[src/rtl/serial_cfg_regs.sv]
module serial_cfg_regs #(
  parameter int REG_W   = 9,
  parameter int GAIN_W  = 6,
  parameter int ADDR_W  = 3,
  parameter logic [REG_W-1:0] CFG_RST = 9'h038,
  parameter logic [REG_W-1:0] MUX_RST = 9'h0C0
) (
  input  logic              clk,
  input  logic              rst_n,
  input  logic              sclk,
  input  logic              load_n,
  input  logic              sdata_in,
  output logic              sdata_out,
  output logic              sdata_oe,
  output logic [REG_W-1:0]  cfg_o,
  output logic [REG_W-1:0]  mux_o,
  output logic [GAIN_W-1:0] gain_red,
  output logic [GAIN_W-1:0] gain_grn,
  output logic [GAIN_W-1:0] gain_blu,
  output logic [REG_W-1:0]  offs_red,
  output logic [REG_W-1:0]  offs_grn,
  output logic [REG_W-1:0]  offs_blu
);
  localparam int NREG  = 1 << ADDR_W;
  localparam int FRAME = 1 + ADDR_W + REG_W;
  localparam int CW    = $clog2(FRAME + 1);
  localparam logic [ADDR_W-1:0] GAIN_LO = ADDR_W'(2);
  localparam logic [ADDR_W-1:0] GAIN_HI = ADDR_W'(4);

  logic              sclk_q, load_q, sdo_q, oe_q;
  logic [CW-1:0]     cnt;
  logic [REG_W-1:0]  sh;
  logic [ADDR_W:0]   hdr;
  logic [REG_W-1:0]  regs [NREG];

  wire rise    = sclk & ~sclk_q & ~load_n;
  wire fall    = ~sclk & sclk_q & ~load_n;
  wire release_w = load_n & ~load_q;
  wire [ADDR_W-1:0] addr = hdr[ADDR_W-1:0];
  wire is_read = hdr[ADDR_W];
  wire wr_en   = release_w && (cnt == CW'(FRAME)) && !is_read;
  wire is_gain = (addr >= GAIN_LO) && (addr <= GAIN_HI);
  wire [REG_W-1:0] rd_word = regs[addr];
  wire [CW-1:0] bidx = CW'(FRAME - 1) - cnt;

  always_ff @(posedge clk or negedge rst_n) begin
    if (!rst_n) begin
      sclk_q <= 1'b0;
      load_q <= 1'b1;
      cnt    <= '0;
      sh     <= '0;
      hdr    <= '0;
      sdo_q  <= 1'b0;
      oe_q   <= 1'b0;
    end else begin
      sclk_q <= sclk;
      load_q <= load_n;
      if (load_n) begin
        cnt  <= '0;
        oe_q <= 1'b0;
      end else begin
        if (rise && cnt < CW'(FRAME)) begin
          sh  <= {sh[REG_W-2:0], sdata_in};
          cnt <= cnt + 1'b1;
          if (cnt == CW'(ADDR_W)) hdr <= {sh[ADDR_W-1:0], sdata_in};
        end
        if (fall && is_read && cnt > CW'(ADDR_W) && cnt < CW'(FRAME)) begin
          oe_q  <= 1'b1;
          sdo_q <= rd_word[bidx];
        end
      end
    end
  end

  always_ff @(posedge clk or negedge rst_n) begin
    if (!rst_n) begin
      for (int i = 0; i < NREG; i++)
        regs[i] <= (i == 0) ? CFG_RST : (i == 1) ? MUX_RST : '0;
    end else if (wr_en) begin
      regs[addr] <= is_gain ? {{(REG_W-GAIN_W){1'b0}}, sh[GAIN_W-1:0]} : sh;
    end
  end

  assign sdata_out = sdo_q;
  assign sdata_oe  = oe_q;
  assign cfg_o     = regs[0];
  assign mux_o     = regs[1];
  assign gain_red  = regs[2][GAIN_W-1:0];
  assign gain_grn  = regs[3][GAIN_W-1:0];
  assign gain_blu  = regs[4][GAIN_W-1:0];
  assign offs_red  = regs[5];
  assign offs_grn  = regs[6];
  assign offs_blu  = regs[7];

  wire [6*REG_W-1:0] others = {mux_o, regs[2], regs[3], regs[4], offs_red, offs_grn};
  wire [8*REG_W-1:0] snap   = {cfg_o, others, offs_blu};

  AST_OE_ONLY_IN_FRAME: assert property (@(posedge clk) disable iff (!rst_n)
    (load_n && $past(load_n)) |-> !sdata_oe);
  AST_HOLD_IN_FRAME: assert property (@(posedge clk) disable iff (!rst_n)
    !load_n |=> $stable(snap));
  AST_SHORT_DISCARD: assert property (@(posedge clk) disable iff (!rst_n)
    ($rose(load_n) && cnt < CW'(FRAME)) |=> $stable(snap));
  AST_MODE_WRITE_ISOLATED: assert property (@(posedge clk) disable iff (!rst_n)
    (wr_en && addr == '0) |=> ($stable(others) && $stable(offs_blu)));
  AST_RESET_DEFAULT: assert property (@(posedge clk)
    $rose(rst_n) |-> (cfg_o == CFG_RST && mux_o == MUX_RST));
  AST_GAIN_TOP_ZERO: assert property (@(posedge clk) disable iff (!rst_n)
    (fall && is_read && is_gain && cnt > CW'(ADDR_W) && cnt < CW'(ADDR_W + 1 + REG_W - GAIN_W))
      |=> !sdata_out);
endmodule

[config.mk]
export PLATFORM = sky130hd
export DESIGN_NAME = serial_cfg_regs
export DESIGN_NICKNAME = d
export VERILOG_FILES = /design/src/rtl/serial_cfg_regs.sv
export SDC_FILE = /design/constraint.sdc
export NUM_CORES = 1
export LEC_CHECK = 0
export ABC_AREA = 0
export BUFFER_PORTS_ARGS = -buffer_cell sky130_fd_sc_hd__buf_2
export CORE_MARGIN = 2
export CORE_UTILIZATION = 50
export CTS_CLUSTER_SIZE = 28
export DETAILED_ROUTE_END_ITERATION = 10
export PLACE_DENSITY = 0.71
export SLEW_MARGIN = 20
export SYNTH_ARGS = -nofsm -noshare
export SYNTH_HDL_FRONTEND = slang
export SYNTH_SLANG_ARGS = --single-unit
[constraint.sdc]
create_clock -name clk -period 3.2 [get_ports clk]
set_input_delay 0.48 -clock clk [delete_from_list [all_inputs] [get_ports clk]]
set_output_delay 0.48 -clock clk [all_outputs]
set_load 0.005 [all_outputs]
==> results.sh, run 1 <==
export IMPL_status="finished, final reports clean"
export IMPL_period_share=0.776
export IMPL_fmax_ghz=0.403
export IMPL_finClkSkew_ns=0.0137
export IMPL_power_density_mw_per_mm2=481
export IMPL_overflow=0
export IMPL_irDropWorstVdd_mv=0.239
export IMPL_drc=0
export IMPL_crit_fanout=16
export IMPL_grt_setup_unrepaired="false"
export IMPL_dieArea_mm2=0.0101
export IMPL_die_height_um=101
export IMPL_power_switching_uw=610
export IMPL_initial_core_util=0.510
export IMPL_finalMaxSlewViolations=0
export IMPL_syn_nets=365
export IMPL_drt_pass1_iterations=4
export IMPL_port_buffers=69
export IMPL_worstMarginPinSlew_ns=0.837
export IMPL_power_leakage_uw=0.00249
export IMPL_worst_setup_path_start_kind="flip-flop"
export IMPL_placed_cell_area_mm2=0.00478
export IMPL_synthCells=357
export IMPL_async_reset_ff_frac=1.00
export IMPL_grt_pass1_wl_um=16000
export IMPL_grt_max_degree=59
export IMPL_die_w_um=101
export IMPL_timing_rr_end="hdr[3]$_DFFE_PN0P_"
export IMPL_path_clk_slew_ns=0.08
export IMPL_cts_setup_buffers=0
export IMPL_ys_warn_count=0
export IMPL_cts_root_buf="clkbuf_8"
export IMPL_hold_viol_final=0
export IMPL_r2r_slack_ns=0.72
export IMPL_fin_nets=389
export IMPL_ys_flop_type="dfrtp_1"
export IMPL_synth_seq_cells=93
export IMPL_slew_headroom=0.442
export IMPL_viasPerCell=5.72
export IMPL_final_area_mm2=0.00500
export IMPL_rr_startpoint="cnt[0]$_DFFE_PN0P_"
export IMPL_holdCritPathClass="primary input to asynchronous set/reset pin"
export IMPL_ys_seq_area_frac=0.500
export IMPL_setup_violations_final=0
export IMPL_yosysUniqueCellTypes=49
export IMPL_clk_latency_ns=0.36
export IMPL_required_ns=3.44
export IMPL_seqCellArea_mm2=0.00233
export IMPL_cts_sinks=93
export IMPL_drv_cap=0
export IMPL_grt_total_usage=0.213
export IMPL_fill_cells=775
export IMPL_drt_wirelength_per_cell_um=20.2
export IMPL_ioPinCount=70
export IMPL_cts_max_level=3
export IMPL_vias=2841
export IMPL_cp_arrival_ns=2.72
export IMPL_hpwl_um=6950
export IMPL_postCtsHoldBufs=0
export IMPL_layout_drive_gt1_share=0.495
export IMPL_cts_max_path_buffers=2
export IMPL_swShare=0.253
export IMPL_syn_area_mm2=0.00467
export IMPL_syn_mean_instance_area_um2=13.1
export IMPL_tns_ns=0
export IMPL_diodes=0
export IMPL_layout_commonest_cell="dfrtp_1"
export IMPL_cts_resized=0
export IMPL_p_clk_frac=0.369
export IMPL_min_period_ns=2.48
export IMPL_ant_nets=0
export IMPL_grt_pass1_vias=2878
export IMPL_synth_edff_count=0
export IMPL_r2r_cells=7
export IMPL_layout_common_cells="dfrtp_1, mux2_2, buf_2"
export IMPL_drtIter0Drc=180
export IMPL_numCtsBuffers=9
export IMPL_p_seq_frac=0.559
export IMPL_multiInputGateArea_mm2=0.00186
export IMPL_grt_antenna_before_repair=0
export IMPL_cts_tree="done"
export IMPL_end_kind="flip-flop"
export IMPL_row_count=35
export IMPL_worstSetupPathType="flip-flop to flip-flop"
export IMPL_pwr_share_comb=0.072
export IMPL_p_int_uw=1800
export IMPL_area_delta_synth_final_pct=7.18
export IMPL_wirelength_um=10000
export IMPL_gp_congestion=0.848
export IMPL_core_area_mm2=0.00915
## registers in the layout (all words and copies together) (netlist names)
name / cells
cfg_o: 9
cnt: 4
gain_blu: 6
gain_grn: 6
gain_red: 6
hdr: 4
load_q: 1
mux_o: 9
offs_blu: 9
offs_grn: 9
offs_red: 9
others: 9
sclk_q: 1
sdata_oe: 1
sdata_out: 1
sh: 9
## cells by family (layout without fill, tap and decap cells)
group	count (synthesis)	after routing	synth area share
flip-flops	93	93	0.500
adder cells (fa/ha/maj)	3	3	0.00804
buffers and inverters	71	100	0.101
AO/OA/AOI/OAI	24	24	0.0330
AND/OR/NAND/NOR	68	68	0.0874
multiplexers	94	94	0.263
XOR/XNOR	4	4	0.00751
## per-layer routing
layer	GRT usage	vias to the layer above	part of all wire
met5	0	-	0
li1	-	1264	-
met3	0.0340	21	0.060
met1	0.298	1466	0.44
met2	0.327	90	0.48
met4	0.0980	0	0.024
## cell usage after synthesis, types with 3 or more instances
master,n,area [µm²]
xor2_1,3,26.3
mux4_2,16,360
nand2_1,24,90.1
nor2b_1,9,56.3
dfstp_2,6,158
clkbuf_1,3,11.3
ha_1,3,37.5
inv_1,4,15.0
buf_1,3,11.3
buf_2,9,45.0
nor2_1,4,15.0
o21ai_0,11,55.1
dfrtp_1,87,2180
mux2_2,68,766
and2_1,7,43.8
buf_4,50,375
nand3_1,3,15.0
mux2i_1,10,100
## power groups by stage
stage               sequential [µW]  combinational [µW]  clock (µW)
finish                         1340                 173         888
global route                   1360                 193         950
CTS                            1340                 176         905
detailed placement             1360                 175           0
global placement               1360                 168           0
floorplan                      1270                 190           0
## worst max path at each step
stage,startpoint,to,slack [ns],cells past startpoint
after floorplan,cnt[0]$_DFFE_PN0P_,sh[2]$_DFFE_PN0P_,1.11,6
after global placement,hdr[0]$_DFFE_PN0P_,sdata_out$_DFFE_PN0P_,0.76,5
after detailed placement,hdr[0]$_DFFE_PN0P_,sdata_out$_DFFE_PN0P_,0.73,5
after CTS,hdr[0]$_DFFE_PN0P_,sdata_out$_DFFE_PN0P_,0.70,5
after global routing,hdr[1]$_DFFE_PN0P_,gain_red[3]$_DFFE_PN0P_,0.51,4
final,cnt[0]$_DFFE_PN0P_,hdr[3]$_DFFE_PN0P_,0.72,7
## critical path, cell delays in order (launching register included)
cell and delay [ns]:
dfrtp_1 0.50, clkinv_1 0.31, ha_1 0.33, and3b_1 0.32, nor4b_4 0.06, buf_4 0.21
nand3_1 0.27, mux2_2 0.37
## final cells by class
| class | count | area share |
|---|---|---|
| sequential | 93 | 0.467 |
| multi-input combinational | 193 | 0.372 |
| timing repair buffer | 79 | 0.0845 |
| clock buffer | 13 | 0.0318 |
| tap | 111 | 0.0278 |
| clock inverter | 3 | 0.0138 |
| inverter | 5 | 0.00375 |
## stage by stage
step / hold WS, ns / util / power [µW] / setup slack (ns) / cells
after floorplan: 0.184 / - / 1460 / 1.11 / 357
after global placement: 0.465 / 0.522 / 1530 / 0.756 / 481
after detailed placement: 0.475 / 0.522 / 1540 / 0.734 / 481
after CTS: 0.202 / 0.547 / 2420 / 0.695 / 497
after global routing: 0.228 / 0.547 / 2500 / 0.505 / 497
final: 0.180 / 0.547 / 2410 / 0.717 / 497
(Power assumes the default switching activity.)
==> run 2: changes to the inputs <==
Settings changed: PLACE_DENSITY 0.71 to 0.74.
Clock period 3.2 ns to 2.1 ns, I/O delays scaled along.
==> results.sh, run 2 (synthesized netlist as in run 1, its figures left out) <==
export IMPL_port_buffers=69
export IMPL_setup_violations_final=0
export IMPL_dieArea_mm2=0.0101
export IMPL_drt_wirelength_per_cell_um=20.2
export IMPL_layout_drive_gt1_share=0.546
export IMPL_cp_arrival_ns=2.27
export IMPL_area_delta_synth_final_pct=13.1
export IMPL_initial_core_util=0.510
export IMPL_holdCritPathClass="primary input to flip-flop"
export IMPL_cts_tree="done"
export IMPL_drtIter0Drc=174
export IMPL_cts_max_level=3
export IMPL_power_leakage_uw=0.00262
export IMPL_numCtsBuffers=9
export IMPL_power_density_mw_per_mm2=675
export IMPL_worst_setup_path_start_kind="flip-flop"
export IMPL_ant_nets=0
export IMPL_layout_commonest_cell="dfrtp_1"
export IMPL_irDropWorstVdd_mv=0.304
export IMPL_grt_pass1_wl_um=16800
export IMPL_worstHoldStart="sclk"
export IMPL_final_area_mm2=0.00528
export IMPL_rr_startpoint="cnt[0]$_DFFE_PN0P_"
export IMPL_overflow=0
export IMPL_drt_pass1_iterations=4
export IMPL_fmax_ghz=0.499
export IMPL_crit_fanout=4
export IMPL_hold_viol_final=0
export IMPL_finClkSkew_ns=0.00964
export IMPL_core_area_mm2=0.00915
export IMPL_wirelength_um=10500
export IMPL_end_kind="flip-flop"
export IMPL_hpwl_um=7470
export IMPL_power_uw=3560
export IMPL_grt_pass1_vias=3103
export IMPL_die_height_um=101
export IMPL_cts_max_path_buffers=2
export IMPL_die_w_um=101
export IMPL_viasPerCell=5.64
export IMPL_cts_root_buf="clkbuf_8"
export IMPL_fin_nets=415
export IMPL_worstSetupPathType="flip-flop to flip-flop"
export IMPL_timing_rr_end="sdata_out$_DFFE_PN0P_"
export IMPL_placed_cell_area_mm2=0.00498
export IMPL_min_period_ns=2.00
export IMPL_layout_common_cells="dfrtp_1, mux2_2, buf_2"
export IMPL_critPathMaxStageDelay_ns=0.56
export IMPL_gp_congestion=0.954
export IMPL_holdWs_ns=0.0934
export IMPL_slew_headroom=0.706
export IMPL_ioPinCount=70
export IMPL_cp_startpoint="cnt[0]$_DFFE_PN0P_"
export IMPL_vias=2948
export IMPL_diodes=0
export IMPL_grt_antenna_before_repair=0
export IMPL_worstMarginPinSlew_ns=0.439
export IMPL_setup_ws_ns=0.0961
export IMPL_required_ns=2.37
export IMPL_fill_cells=738
export IMPL_cp_slowest_cell="or4_4"
export IMPL_path_clk_slew_ns=0.09
export IMPL_cts_sinks=93
export IMPL_drv_cap=0
export IMPL_hold_path_depth=1
export IMPL_dp_slack_ns=-0.0620
export IMPL_row_count=35
export IMPL_grt_total_usage=0.219
export IMPL_grt_max_degree=35
export IMPL_status="finished, final reports clean"
export IMPL_min_to="sclk_q$_DFF_PN0_"
export IMPL_finalMaxSlewViolations=0
export IMPL_clk_latency_ns=0.36
export IMPL_r2r_slack_ns=0.1
export IMPL_crit_chain="clkinv_1 -> ha_4 -> and3b_1 -> or4_4 -> nor4_4 -> a22oi_1 -> o31ai_1"
export IMPL_drc=0
export IMPL_period_share=0.954
export IMPL_r2r_cells=7
## run 2: layer usage
metal  up-vias  GRT usage  share of wire
met1      1511      0.302           0.44
li1       1317          -              -
met5         -          0              0
met2        99      0.345           0.48
met4         0     0.0875          0.028
met3        21     0.0430          0.055
## run 2: final cells by class
class,count,area [µm²],share of cell area
sequential,93,2340,0.443
clock buffer,11,141,0.0268
multi-input combinational,193,1910,0.362
tap,111,139,0.0263
inverter,5,18.8,0.00355
timing repair buffer,105,674,0.128
clock inverter,5,58.8,0.0111
## run 2: worst max path at each step
stage and to:
2_1_floorplan sh[2]$_DFFE_PN0P_, 3_3_place_gp sdata_out$_DFFE_PN0P_, 3_5_place_dp offs_grn[6]$_DFFE_PN0P_, 4_1_cts sdata_out$_DFFE_PN0P_, 5_1_grt sdata_out$_DFFE_PN0P_, 6_report sdata_out$_DFFE_PN0P_
## run 2: critical path, delay by kind of cell, from the launching register on
kind	cells	cell delay, ns
buffers and inverters	1	0.10
AND/OR/NAND/NOR	3	1.02
AO/OA/AOI/OAI	2	0.20
adder cells (fa/ha/maj)	1	0.15
flip-flops	1	0.43
## run 2: repair_timing
item                       4_1_cts  5_1_grt
hold endpoints to repair        19        0
resized for setup                2       12
gates cloned                     0        0
hold buffers                     1        0
pin swaps                        2        1
buffers inserted                 4        1
setup endpoints to repair       17       25
## run 2: stage by stage
stage / cells / TNS (ns) / util
final: 523 / 0 / 0.577
after CTS: 522 / 0 / 0.571
after detailed placement: 501 / -0.513 / 0.544
after global routing: 523 / -0.00672 / 0.577
after global placement: 501 / -0.0341 / 0.544
after floorplan: 357 / 0 / -
## run 2: power by group
part,internal (µW),leakage [µW],switching (µW)
Sequential,1870,0.00126,169
Combinational,159,0.00127,164
Clock,585,0.0000959,619
Total,2610,0.00262,951
==> run 3: changes to the inputs <==
Settings changed: CORE_UTILIZATION 50 to 34, PLACE_DENSITY 0.74 to not set.
==> results.sh, run 3 (synthesized netlist as in run 1, its figures left out) <==
export IMPL_power_density_mw_per_mm2=721
export IMPL_slew_headroom=0.669
export IMPL_timing_rr_end="offs_blu[0]$_DFFE_PN0P_"
export IMPL_required_ns=2.33
export IMPL_cpMostUsedCell="buf_4"
export IMPL_drv_cap=0
export IMPL_hold_viol_final=0
export IMPL_min_period_ns=2.03
export IMPL_worstMarginPinSlew_ns=0.496
export IMPL_layout_common_cells="dfrtp_1, mux2_2, buf_2"
export IMPL_finClkSkew_ns=0.00814
export IMPL_r2r_slack_ns=0.07
export IMPL_r2r_cells=8
export IMPL_end_kind="flip-flop"
export IMPL_rr_startpoint="cnt[1]$_DFFE_PN0P_"
export IMPL_crit_fanout=3
export IMPL_finalNonFillerCells=587
export IMPL_fill_cells=1310
export IMPL_status="finished, final reports clean"
export IMPL_cp_arrival_ns=2.26
export IMPL_grt_pass1_vias=3044
export IMPL_power_leakage_uw=0.00266
export IMPL_hpwl_um=8150
export IMPL_cp_slowest_cell="dfrtp_1"
export IMPL_period_share=0.966
export IMPL_core_area_mm2=0.0133
export IMPL_dieArea_mm2=0.0147
export IMPL_layout_drive_gt1_share=0.543
export IMPL_gp_congestion=0.846
export IMPL_setup_violations_final=0
export IMPL_ant_nets=0
export IMPL_min_to="sclk_q$_DFF_PN0_"
export IMPL_drt_wirelength_per_cell_um=18.8
export IMPL_cts_sinks=93
export IMPL_grt_setup_unrepaired="true"
export IMPL_grt_antenna_before_repair=0
export IMPL_worstSetupPathType="flip-flop to flip-flop"
export IMPL_path_clk_slew_ns=0.06
export IMPL_drc=0
export IMPL_holdWs_ns=0.114
export IMPL_worst_setup_path_start_kind="flip-flop"
export IMPL_fmax_ghz=0.493
export IMPL_diodes=0
export IMPL_die_height_um=121
export IMPL_crit_chain="inv_2 -> ha_2 -> nand2_2 -> nor4_4 -> buf_4 -> nand4_1 -> buf_4 -> mux2_2"
export IMPL_cts_root_buf="clkbuf_16"
export IMPL_grt_pass1_wl_um=17600
export IMPL_drtIter0Drc=221
export IMPL_numCtsBuffers=9
export IMPL_die_w_um=121
export IMPL_critPathBufInv=3
export IMPL_cts_max_path_buffers=2
export IMPL_final_area_mm2=0.00541
export IMPL_grt_max_degree=36
export IMPL_finalMaxSlewViolations=0
export IMPL_critPathMaxStageDelay_ns=0.39
export IMPL_placed_cells=568
export IMPL_worstHoldStart="sclk"
export IMPL_area_delta_synth_final_pct=15.8
export IMPL_grt_total_usage=0.161
export IMPL_overflow=0
export IMPL_critical_path_top_delay_family="simple AND/OR/NAND/NOR gates"
export IMPL_hold_path_depth=1
export IMPL_vias=2871
export IMPL_placed_cell_area_mm2=0.00506
export IMPL_irDropWorstVdd_mv=0.433
export IMPL_fin_nets=414
export IMPL_viasPerCell=4.89
export IMPL_clk_latency_ns=0.35
export IMPL_layout_commonest_cell="dfrtp_1"
export IMPL_row_count=42
export IMPL_wirelength_um=11000
export IMPL_initial_core_util=0.350
export IMPL_cts_max_level=3
export IMPL_cts_tree="done"
export IMPL_drt_pass1_iterations=4
export IMPL_ioPinCount=70
export IMPL_holdCritPathClass="primary input to flip-flop"
export IMPL_port_buffers=69
[run 3: changes by cell type in the layout (fill, tap and decap cells not counted), moves of 2 or more]
cell | previous run | this run
clkinv_4 | 0 | 2
buf_4 | 31 | 29
clkbuf_16 | 0 | 9
ha_2 | 0 | 2
clkbuf_8 | 10 | 1
clkinvlp_4 | 2 | 0
[run 3: worst max-delay path by stage]
stage               slack [ns]                from  cells past startpoint                       to
CTS                      0.007  cnt[1]$_DFFE_PN0P_                      7  offs_grn[2]$_DFFE_PN0P_
global placement          0.01  cnt[1]$_DFFE_PN0P_                      7  offs_grn[5]$_DFFE_PN0P_
floorplan                0.009  cnt[0]$_DFFE_PN0P_                      6        sh[2]$_DFFE_PN0P_
global route             -0.01  cnt[1]$_DFFE_PN0P_                      8  offs_blu[0]$_DFFE_PN0P_
finish                    0.07  cnt[1]$_DFFE_PN0P_                      8  offs_blu[0]$_DFFE_PN0P_
detailed placement      -0.005  cnt[1]$_DFFE_PN0P_                      7  offs_grn[2]$_DFFE_PN0P_
[run 3: metal layers]
layer / wire length [µm] / up-vias / track usage / share of wire
li1: - / 1315 / - / -
met1: 5150 / 1473 / 0.222 / 0.47
met2: 5170 / 67 / 0.244 / 0.47
met3: 499 / 16 / 0.0479 / 0.045
met4: 204 / 0 / 0.0503 / 0.019
met5: 0 / - / 0 / 0
[run 3: worst reg2reg max path: cells and delay by family (launching register included)]
kind | cells | cell delay [ns]
adders and majority gates | 1 | 0.18
buffers and inverters | 3 | 0.50
DFF | 1 | 0.39
muxes | 1 | 0.27
and+or+nand+nor | 3 | 0.57
[run 3: area by class of cell]
class,instances,area [µm²],share of cell area
Sequential cell,93,2340,0.432
Multi-Input combinational cell,193,1880,0.347
Timing Repair Buffer,104,671,0.124
Clock buffer,10,239,0.0442
Tap cell,176,220,0.0407
Clock inverter,6,45.0,0.00833
Inverter,5,18.8,0.00347
[run 3: power breakdown]
| part | switching [µW] | internal [µW] | leakage (µW) | total (µW) |
|---|---|---|---|---|
| clock | 707 | 843 | 0.000143 | 1550 |
| sequential | 169 | 1870 | 0.00126 | 2040 |
| combinational | 157 | 155 | 0.00126 | 312 |
[run 3: what timing repair did]
item / in CTS / in global routing
endpoints found under the hold margin: 30 / 0
setup endpoints to repair: 5 / 30
gates resized for setup: 0 / 9
hold buffers: 1 / 0
pin swaps: 1 / 2
buffers inserted: 0 / 2
[run 3: stage by stage]
stage	TNS, ns	total power, µW	utilization	setup WS (ns)
final	0	3900	0.405	0.0704
after global routing	-0.0333	4080	0.405	-0.0146
after CTS	0	3940	0.401	0.00736
after detailed placement	-0.00804	2380	0.379	-0.00467
after global placement	0	2370	0.379	0.0139
after floorplan	0	2230	-	0.00891
